--- src/rtl/chan_ready_pkg.sv ---
package chan_ready_pkg;

  // Per-channel strobes from the decision logic to the state holder.
  typedef struct packed {
    logic rxSet;
    logic rxClr;
    logic txSet;
    logic txClr;
    logic irqReq;
    logic oeReq;
  } chanStrobe_t;

endpackage

--- src/rtl/chan_ready_ctrl.sv ---
module chan_ready_ctrl
  import chan_ready_pkg::*;
#(
  parameter int NUM_CH     = 4,
  parameter int FIFO_DEPTH = 64,
  parameter int NUM_SRC    = 4,
  localparam int LW        = $clog2(FIFO_DEPTH + 1)
) (
  input  logic [NUM_CH*LW-1:0]      rxLevel,
  input  logic [NUM_CH*LW-1:0]      rxTrig,
  input  logic [NUM_CH-1:0]         rxTimeout,
  input  logic [NUM_CH-1:0]         rxErr,
  input  logic [NUM_CH*LW-1:0]      txFree,
  input  logic [NUM_CH*LW-1:0]      txTrig,
  input  logic [NUM_CH*NUM_SRC-1:0] ierBits,
  input  logic [NUM_CH*NUM_SRC-1:0] irqCond,
  input  logic [NUM_CH-1:0]         mcrIntEn,
  input  logic                      intSel,
  output chanStrobe_t [NUM_CH-1:0]  strobes
);

  for (genvar g = 0; g < NUM_CH; g++) begin : gCh
    logic [LW-1:0]      lvl;
    logic [LW-1:0]      rTrig;
    logic [LW-1:0]      free;
    logic [LW-1:0]      tTrig;
    logic [NUM_SRC-1:0] masked;
    logic               rxEmpty;
    logic               txFull;

    assign lvl     = rxLevel[g*LW +: LW];
    assign rTrig   = rxTrig[g*LW +: LW];
    assign free    = txFree[g*LW +: LW];
    assign tTrig   = txTrig[g*LW +: LW];
    assign rxEmpty = (lvl == '0);
    assign txFull  = (free == '0);
    assign masked  = ierBits[g*NUM_SRC +: NUM_SRC] & irqCond[g*NUM_SRC +: NUM_SRC];

    // Receive side: threshold or timeout arms, empty or error disarms.
    assign strobes[g].rxClr  = rxErr[g] | rxEmpty;
    assign strobes[g].rxSet  = !rxEmpty && ((lvl >= rTrig) || rxTimeout[g]);

    // Transmit side: enough room arms, no room disarms.
    assign strobes[g].txClr  = txFull;
    assign strobes[g].txSet  = !txFull && (free >= tTrig);

    // Interrupt request and its pin enable.
    assign strobes[g].irqReq = |masked;
    assign strobes[g].oeReq  = intSel | mcrIntEn[g];
  end

endmodule

--- src/rtl/chan_ready_dpath.sv ---
module chan_ready_dpath
  import chan_ready_pkg::*;
#(
  parameter int NUM_CH = 4
) (
  input  logic                     clk,
  input  logic                     rst,
  input  chanStrobe_t [NUM_CH-1:0] strobes,
  output logic                     rxRdyN,
  output logic                     txRdyN,
  output logic [NUM_CH-1:0]        irqOut,
  output logic [NUM_CH-1:0]        irqOe,
  output logic [2*NUM_CH-1:0]      statusByte
);

  logic [NUM_CH-1:0] rxReadyQ;
  logic [NUM_CH-1:0] txReadyQ;
  logic [NUM_CH-1:0] irqQ;
  logic [NUM_CH-1:0] oeQ;

  always_ff @(posedge clk) begin
    if (rst) begin
      rxReadyQ <= '0;
      txReadyQ <= '0;
      irqQ     <= '0;
      oeQ      <= '0;
    end else begin
      for (int i = 0; i < NUM_CH; i++) begin
        if (strobes[i].rxClr)      rxReadyQ[i] <= 1'b0;
        else if (strobes[i].rxSet) rxReadyQ[i] <= 1'b1;
        if (strobes[i].txClr)      txReadyQ[i] <= 1'b0;
        else if (strobes[i].txSet) txReadyQ[i] <= 1'b1;
        irqQ[i] <= strobes[i].irqReq;
        oeQ[i]  <= strobes[i].oeReq;
      end
    end
  end

  assign rxRdyN     = ~|rxReadyQ;
  assign txRdyN     = ~|txReadyQ;
  assign irqOut     = irqQ & oeQ;
  assign irqOe      = oeQ;
  assign statusByte = {rxReadyQ, txReadyQ};

  for (genvar a = 0; a < NUM_CH; a++) begin : gChk
    AST_RX_SET: assert property (@(posedge clk) disable iff (rst)
      (strobes[a].rxSet && !strobes[a].rxClr) |=> statusByte[NUM_CH+a]);
    AST_RX_CLEAR: assert property (@(posedge clk) disable iff (rst)
      strobes[a].rxClr |=> !statusByte[NUM_CH+a]);
    AST_RX_HOLD: assert property (@(posedge clk) disable iff (rst)
      (!strobes[a].rxSet && !strobes[a].rxClr) |=> $stable(rxReadyQ[a]));
    AST_TX_CLEAR: assert property (@(posedge clk) disable iff (rst)
      strobes[a].txClr |=> !statusByte[a]);
    AST_TX_HOLD: assert property (@(posedge clk) disable iff (rst)
      (!strobes[a].txSet && !strobes[a].txClr) |=> $stable(txReadyQ[a]));
    AST_IRQ_FOLLOW: assert property (@(posedge clk) disable iff (rst)
      (strobes[a].irqReq && strobes[a].oeReq) |=> irqOut[a]);
  end

endmodule

--- src/rtl/chan_ready_irq_agg.sv ---
module chan_ready_irq_agg
  import chan_ready_pkg::*;
#(
  parameter int NUM_CH     = 4,
  parameter int FIFO_DEPTH = 64,
  parameter int NUM_SRC    = 4,
  localparam int LW        = $clog2(FIFO_DEPTH + 1)
) (
  input  logic                      clk,
  input  logic                      rst,
  input  logic [NUM_CH*LW-1:0]      rxLevel,
  input  logic [NUM_CH*LW-1:0]      rxTrig,
  input  logic [NUM_CH-1:0]         rxTimeout,
  input  logic [NUM_CH-1:0]         rxErr,
  input  logic [NUM_CH*LW-1:0]      txFree,
  input  logic [NUM_CH*LW-1:0]      txTrig,
  input  logic [NUM_CH*NUM_SRC-1:0] ierBits,
  input  logic [NUM_CH*NUM_SRC-1:0] irqCond,
  input  logic [NUM_CH-1:0]         mcrIntEn,
  input  logic                      intSel,
  output logic                      rxRdyN,
  output logic                      txRdyN,
  output logic [NUM_CH-1:0]         irqOut,
  output logic [NUM_CH-1:0]         irqOe,
  output logic [2*NUM_CH-1:0]       statusByte
);

  chanStrobe_t [NUM_CH-1:0] strobes;

  chan_ready_ctrl #(
    .NUM_CH    (NUM_CH),
    .FIFO_DEPTH(FIFO_DEPTH),
    .NUM_SRC   (NUM_SRC)
  ) i_ctrl (
    .rxLevel  (rxLevel),
    .rxTrig   (rxTrig),
    .rxTimeout(rxTimeout),
    .rxErr    (rxErr),
    .txFree   (txFree),
    .txTrig   (txTrig),
    .ierBits  (ierBits),
    .irqCond  (irqCond),
    .mcrIntEn (mcrIntEn),
    .intSel   (intSel),
    .strobes  (strobes)
  );

  chan_ready_dpath #(
    .NUM_CH(NUM_CH)
  ) i_dpath (
    .clk       (clk),
    .rst       (rst),
    .strobes   (strobes),
    .rxRdyN    (rxRdyN),
    .txRdyN    (txRdyN),
    .irqOut    (irqOut),
    .irqOe     (irqOe),
    .statusByte(statusByte)
  );

  AST_INTSEL_OVERRIDE: assert property (@(posedge clk) disable iff (rst)
    intSel |=> (irqOe == '1));

  for (genvar p = 0; p < NUM_CH; p++) begin : gPin
    AST_IRQ_QUIET: assert property (@(posedge clk) disable iff (rst)
      !irqOe[p] |-> !irqOut[p]);
    AST_OE_FROM_MCR: assert property (@(posedge clk) disable iff (rst)
      !intSel |=> (irqOe[p] == $past(mcrIntEn[p])));
  end

endmodule

--- config.mk ---
export PLATFORM = sky130hd
export DESIGN_NAME = chan_ready_irq_agg
export DESIGN_NICKNAME = d
export VERILOG_FILES = /design/src/rtl/chan_ready_pkg.sv /design/src/rtl/chan_ready_ctrl.sv /design/src/rtl/chan_ready_dpath.sv /design/src/rtl/chan_ready_irq_agg.sv
export SDC_FILE = /design/constraint.sdc
export NUM_CORES = 1
export LEC_CHECK = 0
export BUFFER_PORTS_ARGS = -buffer_cell sky130_fd_sc_hd__buf_2
export CAP_MARGIN = 20
export CORE_MARGIN = 2
export CORE_UTILIZATION = 33
export CTS_CLUSTER_DIAMETER = 40
export DETAILED_ROUTE_END_ITERATION = 12
export PLACE_DENSITY = 0.72
export RECOVER_POWER = 100
export SETUP_SLACK_MARGIN = 0.3
export SYNTH_ARGS = -nofsm -noshare
export SYNTH_HDL_FRONTEND = slang
export SYNTH_SLANG_ARGS = --single-unit
--- constraint.sdc ---
create_clock -name clk -period 2.9 [get_ports clk]
set_input_delay 0.87 -clock clk [delete_from_list [all_inputs] [get_ports clk]]
set_output_delay 0.87 -clock clk [all_outputs]
set_load 0.05 [all_outputs]
* Word level (Yosys, flattened, before mapping)
Cells that the tools add are included.
Word-level totals: flip-flop bits (word level) 16, input bits 159, output and inout port bits 18, logic and storage cells 75
Cells by class: order comparisons 8, reduce and logical (&&, ||, !) cells 44, bitwise gates (word level) 13
Operators by type and width (number):
- $ge A7 B7 Y1 | 8
- $logic_not A7 Y1 | 8
- $reduce_or A4 Y1 | 6
- $and A4 B4 Y4 | 5
- $reduce_or A2 Y1 | 8
- $logic_not A1 Y1 | 10
- $logic_and A1 B1 Y1 | 8
- $or A1 B1 Y1 | 8
- $logic_or A1 B1 Y1 | 4

* Depth between registers and ports, before layout
word-level depth 3, depth in mapped cells 6, depth with buffers taken out 6

* By module
Synthesis repeated with hierarchy kept, for this count alone.
Unflattened totals: cell total of the unflattened synthesis 271, area, all modules 2263.4 um^2
By module, submodules not included:
- chan_ready_ctrl | instances 1, cells each 224, seq. area each 0.0 um^2, area each 1729.2 um^2
- chan_ready_dpath | instances 1, cells each 47, seq. area each 320.3 um^2, area each 534.3 um^2

* Least setup slack after synthesis
Ideal clock, no wire load.
kind reg2out, start reg i_dpath.rxReadyQ[1], end out rxRdyN, arrival time 2083 ps, cell stages (with the launch flop) 2, data required time 2030 ps, setup slack -53 ps, path buffers 0, cell sequence dfxtp_1 nor4_1
Between the ends: word-level cells in the longest chain between the ends 2
RTL lines:
- from (decl) | RTL line chan_ready_dpath.sv:16 | logic [NUM_CH-1:0] rxReadyQ;
- from (signal assigned) | RTL line chan_ready_dpath.sv:23 | rxReadyQ <= '0;
- from (signal, indexed assignment) | RTL line chan_ready_dpath.sv:29 | if (strobes[i].rxClr) rxReadyQ[i] <= 1'b0;
- from (signal, indexed assignment) | RTL line chan_ready_dpath.sv:30 | else if (strobes[i].rxSet) rxReadyQ[i] <= 1'b1;
- $reduce_or A4 Y1 | RTL line chan_ready_dpath.sv:39 | assign rxRdyN = ~|rxReadyQ;
- $logic_not A1 Y1 | RTL line chan_ready_dpath.sv:39
- to (decl) | RTL line chan_ready_irq_agg.sv:21 | output logic rxRdyN,
No other way between the ends.

* Worst setup path after layout
start reg i_dpath.txReadyQ[3], end out txRdyN
Between the ends: word-level cells in the longest chain between the ends 2
RTL lines:
- from (decl) | RTL line chan_ready_dpath.sv:17 | logic [NUM_CH-1:0] txReadyQ;
- from (signal assigned) | RTL line chan_ready_dpath.sv:24 | txReadyQ <= '0;
- from (signal, indexed assignment) | RTL line chan_ready_dpath.sv:31 | if (strobes[i].txClr) txReadyQ[i] <= 1'b0;
- from (signal, indexed assignment) | RTL line chan_ready_dpath.sv:32 | else if (strobes[i].txSet) txReadyQ[i] <= 1'b1;
- $reduce_or A4 Y1 | RTL line chan_ready_dpath.sv:40 | assign txRdyN = ~|txReadyQ;
- $logic_not A1 Y1 | RTL line chan_ready_dpath.sv:40
- to (decl) | RTL line chan_ready_irq_agg.sv:22 | output logic txRdyN,
No other way between the ends.

==> flow_summary_export.csv <==
group,metric,value,unit
layout,antenna_cells_inserted,0,
routing,via_count,2449,
timing,worst_slew_margin_rel,0.377,
timing,fin_skew,0,ns
cts,postCtsHoldBufs,0,
layout,n_fill_cell,600,
die,core_area,5890,sq um
setup_path,worstReg2RegStart,"i_dpath.rxReadyQ[0]",
synthesis,netlist.top_cell.by_area,"sky130_fd_sc_hd__ha_1",
global_route,first_global_vias,2352,
pwr,pwr-share-comb,0.459,
die,floorplan.io_pins,177,
timing,report.final.setup_viol,0,
pwr,clockPowerShare,0.245,
cts,clkSinkCount,16,
synthesis,synth-seq-cells,16,
placed_design,port_buffer_cells,176,
routing,antenna_violating_nets_post_route,0,
pwr,switching_share,0.373,
layout,area_growth,50.6,%
timing,timing.final.crit_share,0.771,
pwr,switchingPower,0.000317,W
routing,drc_errors,0,
synthesis,synth_area_per_cell,7.96,sq um
cts,cts_buffer_depth,2,
routing,drtPass1Iterations,4,
routing,postRouteWirelength,6050,um
timing,maxSlewViolCount,0,
pwr,powerDensity,282,nW/um^2
cts,cts_htree_levels,1,
cts,tritoncts,"built",
timing,setup_tns,0,ns
pwr,pwr-share-seq,0.297,
synthesis,synth.area.top_cells,"sky130_fd_sc_hd__ha_1 (35%), sky130_fd_sc_hd__dfxtp_1 (16%), sky130_fd_sc_hd__inv_1 (11%), sky130_fd_sc_hd__nor4_1 (5.0%), sky130_fd_sc_hd__a21o_1 (4.5%)",
synthesis,synthesis.area,2000,sq um
setup_path,cp-start-kind,"flip-flop",
timing,period_needed,2.23,ns
layout,fin_nets,646,
die,die_width,81.8,um
synthesis,postSynthCellCount,251,
die,initial_core_util,0.339,
global_route,global_router_s_overall_resource_usage,0.178,
cts,clk_root_buffer_cell,"sky130_fd_sc_hd__clkbuf_8",
routing,detailedRoute.firstIterationViolations,36,
timing,timing_worst_slew_pin_value,0.934,ns
cts,clkSlewWorstSetupHoldPaths,0.07,ns
die,dieArea,6690,sq um
die,num_rows,28,
synthesis,synth_warnings,0,
routing,routed_wire_length_per_instance,12.0,um
layout,layout.cells.non_filler,505,
die,fp.dieH,81.8,um
layout,utilization,0.511,
synthesis,synth_flop_cell,"sky130_fd_sc_hd__dfxtp_1",
setup_path,cp-startpoint,"i_dpath.txReadyQ[3]",
layout,final_layout_size_suffix_gt1_frac,0.372,
setup_path,crit_required,2.03,ns
placed_design,post-place-cells,501,
global_route,initial_antenna_violation_count,0,
routing,post_drt_via_cell_ratio,4.85,
timing,rsz0062_at_grt,"false",
timing,timing.final.hold_violations,0,
global_route,overflow,0,
synthesis,synth_sequential_area_ratio,0.160,
cts,cts_made_buffers,3,
synthesis,synthesis.nets,466,
pwr,peakVddDrop,0.161,mV
global_route,grt_pass1_wl,9450,um
pwr,power_leakage,1.77,nW
cts,postCtsResizedCells,0,
global_route,grt_start_max_net_pins,17,
pwr,power.internal,0.000532,W
setup_path,worst-endpoint-arrival,1.36,ns
setup_path,critical_path_peak_fanout,3,
cts,post_cts_setup_buffers,0,
synthesis,synth.cells.most_frequent,"sky130_fd_sc_hd__ha_1 (56), sky130_fd_sc_hd__inv_1 (56), sky130_fd_sc_hd__dfxtp_1 (16), sky130_fd_sc_hd__nor4_1 (16)",
placed_design,post-place-ws,0.875,ns
synthesis,synth_top_area_share,0.351,
setup_path,critPathCaptureType,"output pin",
run,max-cap-violations,0,
status,status,"finished, final reports clean",
min_path,worst_hold_startpoint,"i_dpath.rxReadyQ[3]",
placed_design,detailedPlacementHpwl,5470,um
placed_design,place.gp.congestion,0.816,
setup_path,worstSetupPathType,"reg2out",
min_path,min_path_type,"reg2reg",
timing,fmax,0.448,GHz
cts,clock_latency,0.25,ns
synthesis,share_of_synthesized_flip_flops_with_an_asynchronous_set_or_reset,0,
synthesis,synth_edf_count,0,
timing,timing.final.ws_setup,0.665,ns
synthesis,synth.lib_cells_used.distinct,24,
==> final cells by class <==
type	instances	area, sq um	share of cell area
multi-input cells	178	1480	0.491
clock buffers	4	55.1	0.0183
repair buffers	176	853	0.284
well taps	75	93.8	0.0312
flip-flops and latches	16	320	0.106
inverters	56	210	0.0699
==> state kept, by name (all words and copies together) (netlist names) <==
register,cells
i_dpath.rxReadyQ,4
i_dpath.irqQ,4
i_dpath.txReadyQ,4
i_dpath.irqOe,4
==> cell families after synthesis <==
logic type	share of synthesized area
buffers and inverters	0.107
flip-flops	0.160
AND/OR/NAND/NOR	0.205
AO/OA/AOI/OAI	0.177
adder cells (fa/ha/maj)	0.351
==> stage by stage <==
step	total power (W)	cell area [sq um]	hold slack (ns)
floorplan	0.000480	2010	0.844
global placement	0.000646	2980	0.576
detailed placement	0.000656	2980	0.595
CTS	0.000873	3040	0.616
global route	0.000922	3010	0.649
finish	0.000850	3010	0.616
==> routing by layer <==
layer	vias to the layer above	track usage	wire (um)
met1	1062	0.193	2530
met4	0	0.0617	132
met3	12	0.0341	466
met2	97	0.340	2920
met5	-	0	0
li1	1278	-	-
==> layout by cell type, fill, tap and decap left out, types with 6 or more instances in the layout <==
cell type / n
sky130_fd_sc_hd__a21o_1: 12
sky130_fd_sc_hd__a21oi_1: 12
sky130_fd_sc_hd__a22oi_1: 8
sky130_fd_sc_hd__buf_2: 154
sky130_fd_sc_hd__clkbuf_1: 22
sky130_fd_sc_hd__dfxtp_1: 16
sky130_fd_sc_hd__ha_1: 56
sky130_fd_sc_hd__inv_1: 56
sky130_fd_sc_hd__nand2b_1: 6
sky130_fd_sc_hd__nand3_1: 6
sky130_fd_sc_hd__nand4_1: 10
sky130_fd_sc_hd__nor2_1: 8
sky130_fd_sc_hd__nor4_1: 14
sky130_fd_sc_hd__or4_1: 10
==> power groups by stage <==
stage               combinational (W)  clock [W]  sequential [W]
global route                 0.000442   0.000225        0.000254
global placement             0.000389          0        0.000257
detailed placement           0.000399          0        0.000257
CTS                          0.000401   0.000220        0.000252
floorplan                    0.000177          0        0.000303
finish                       0.000390   0.000208        0.000252
==> worst paths after layout <==
check | to | slack, ns | cells after the start
worst max-delay path | txRdyN | 0.67 | 2
worst min-delay path | i_dpath.rxReadyQ[3] | 0.62 | 2
worst max register to register | i_dpath.rxReadyQ[0] | 1.67 | 3
worst min register to register | i_dpath.rxReadyQ[3] | 0.62 | 2
==> critical path, cell delays in order (launching register included) <==
cell,delay (ns)
sky130_fd_sc_hd__dfxtp_1,0.34
sky130_fd_sc_hd__nor4_2,0.25
sky130_fd_sc_hd__clkbuf_1,0.52
Note: power is estimated with default switching activity, not from simulation.
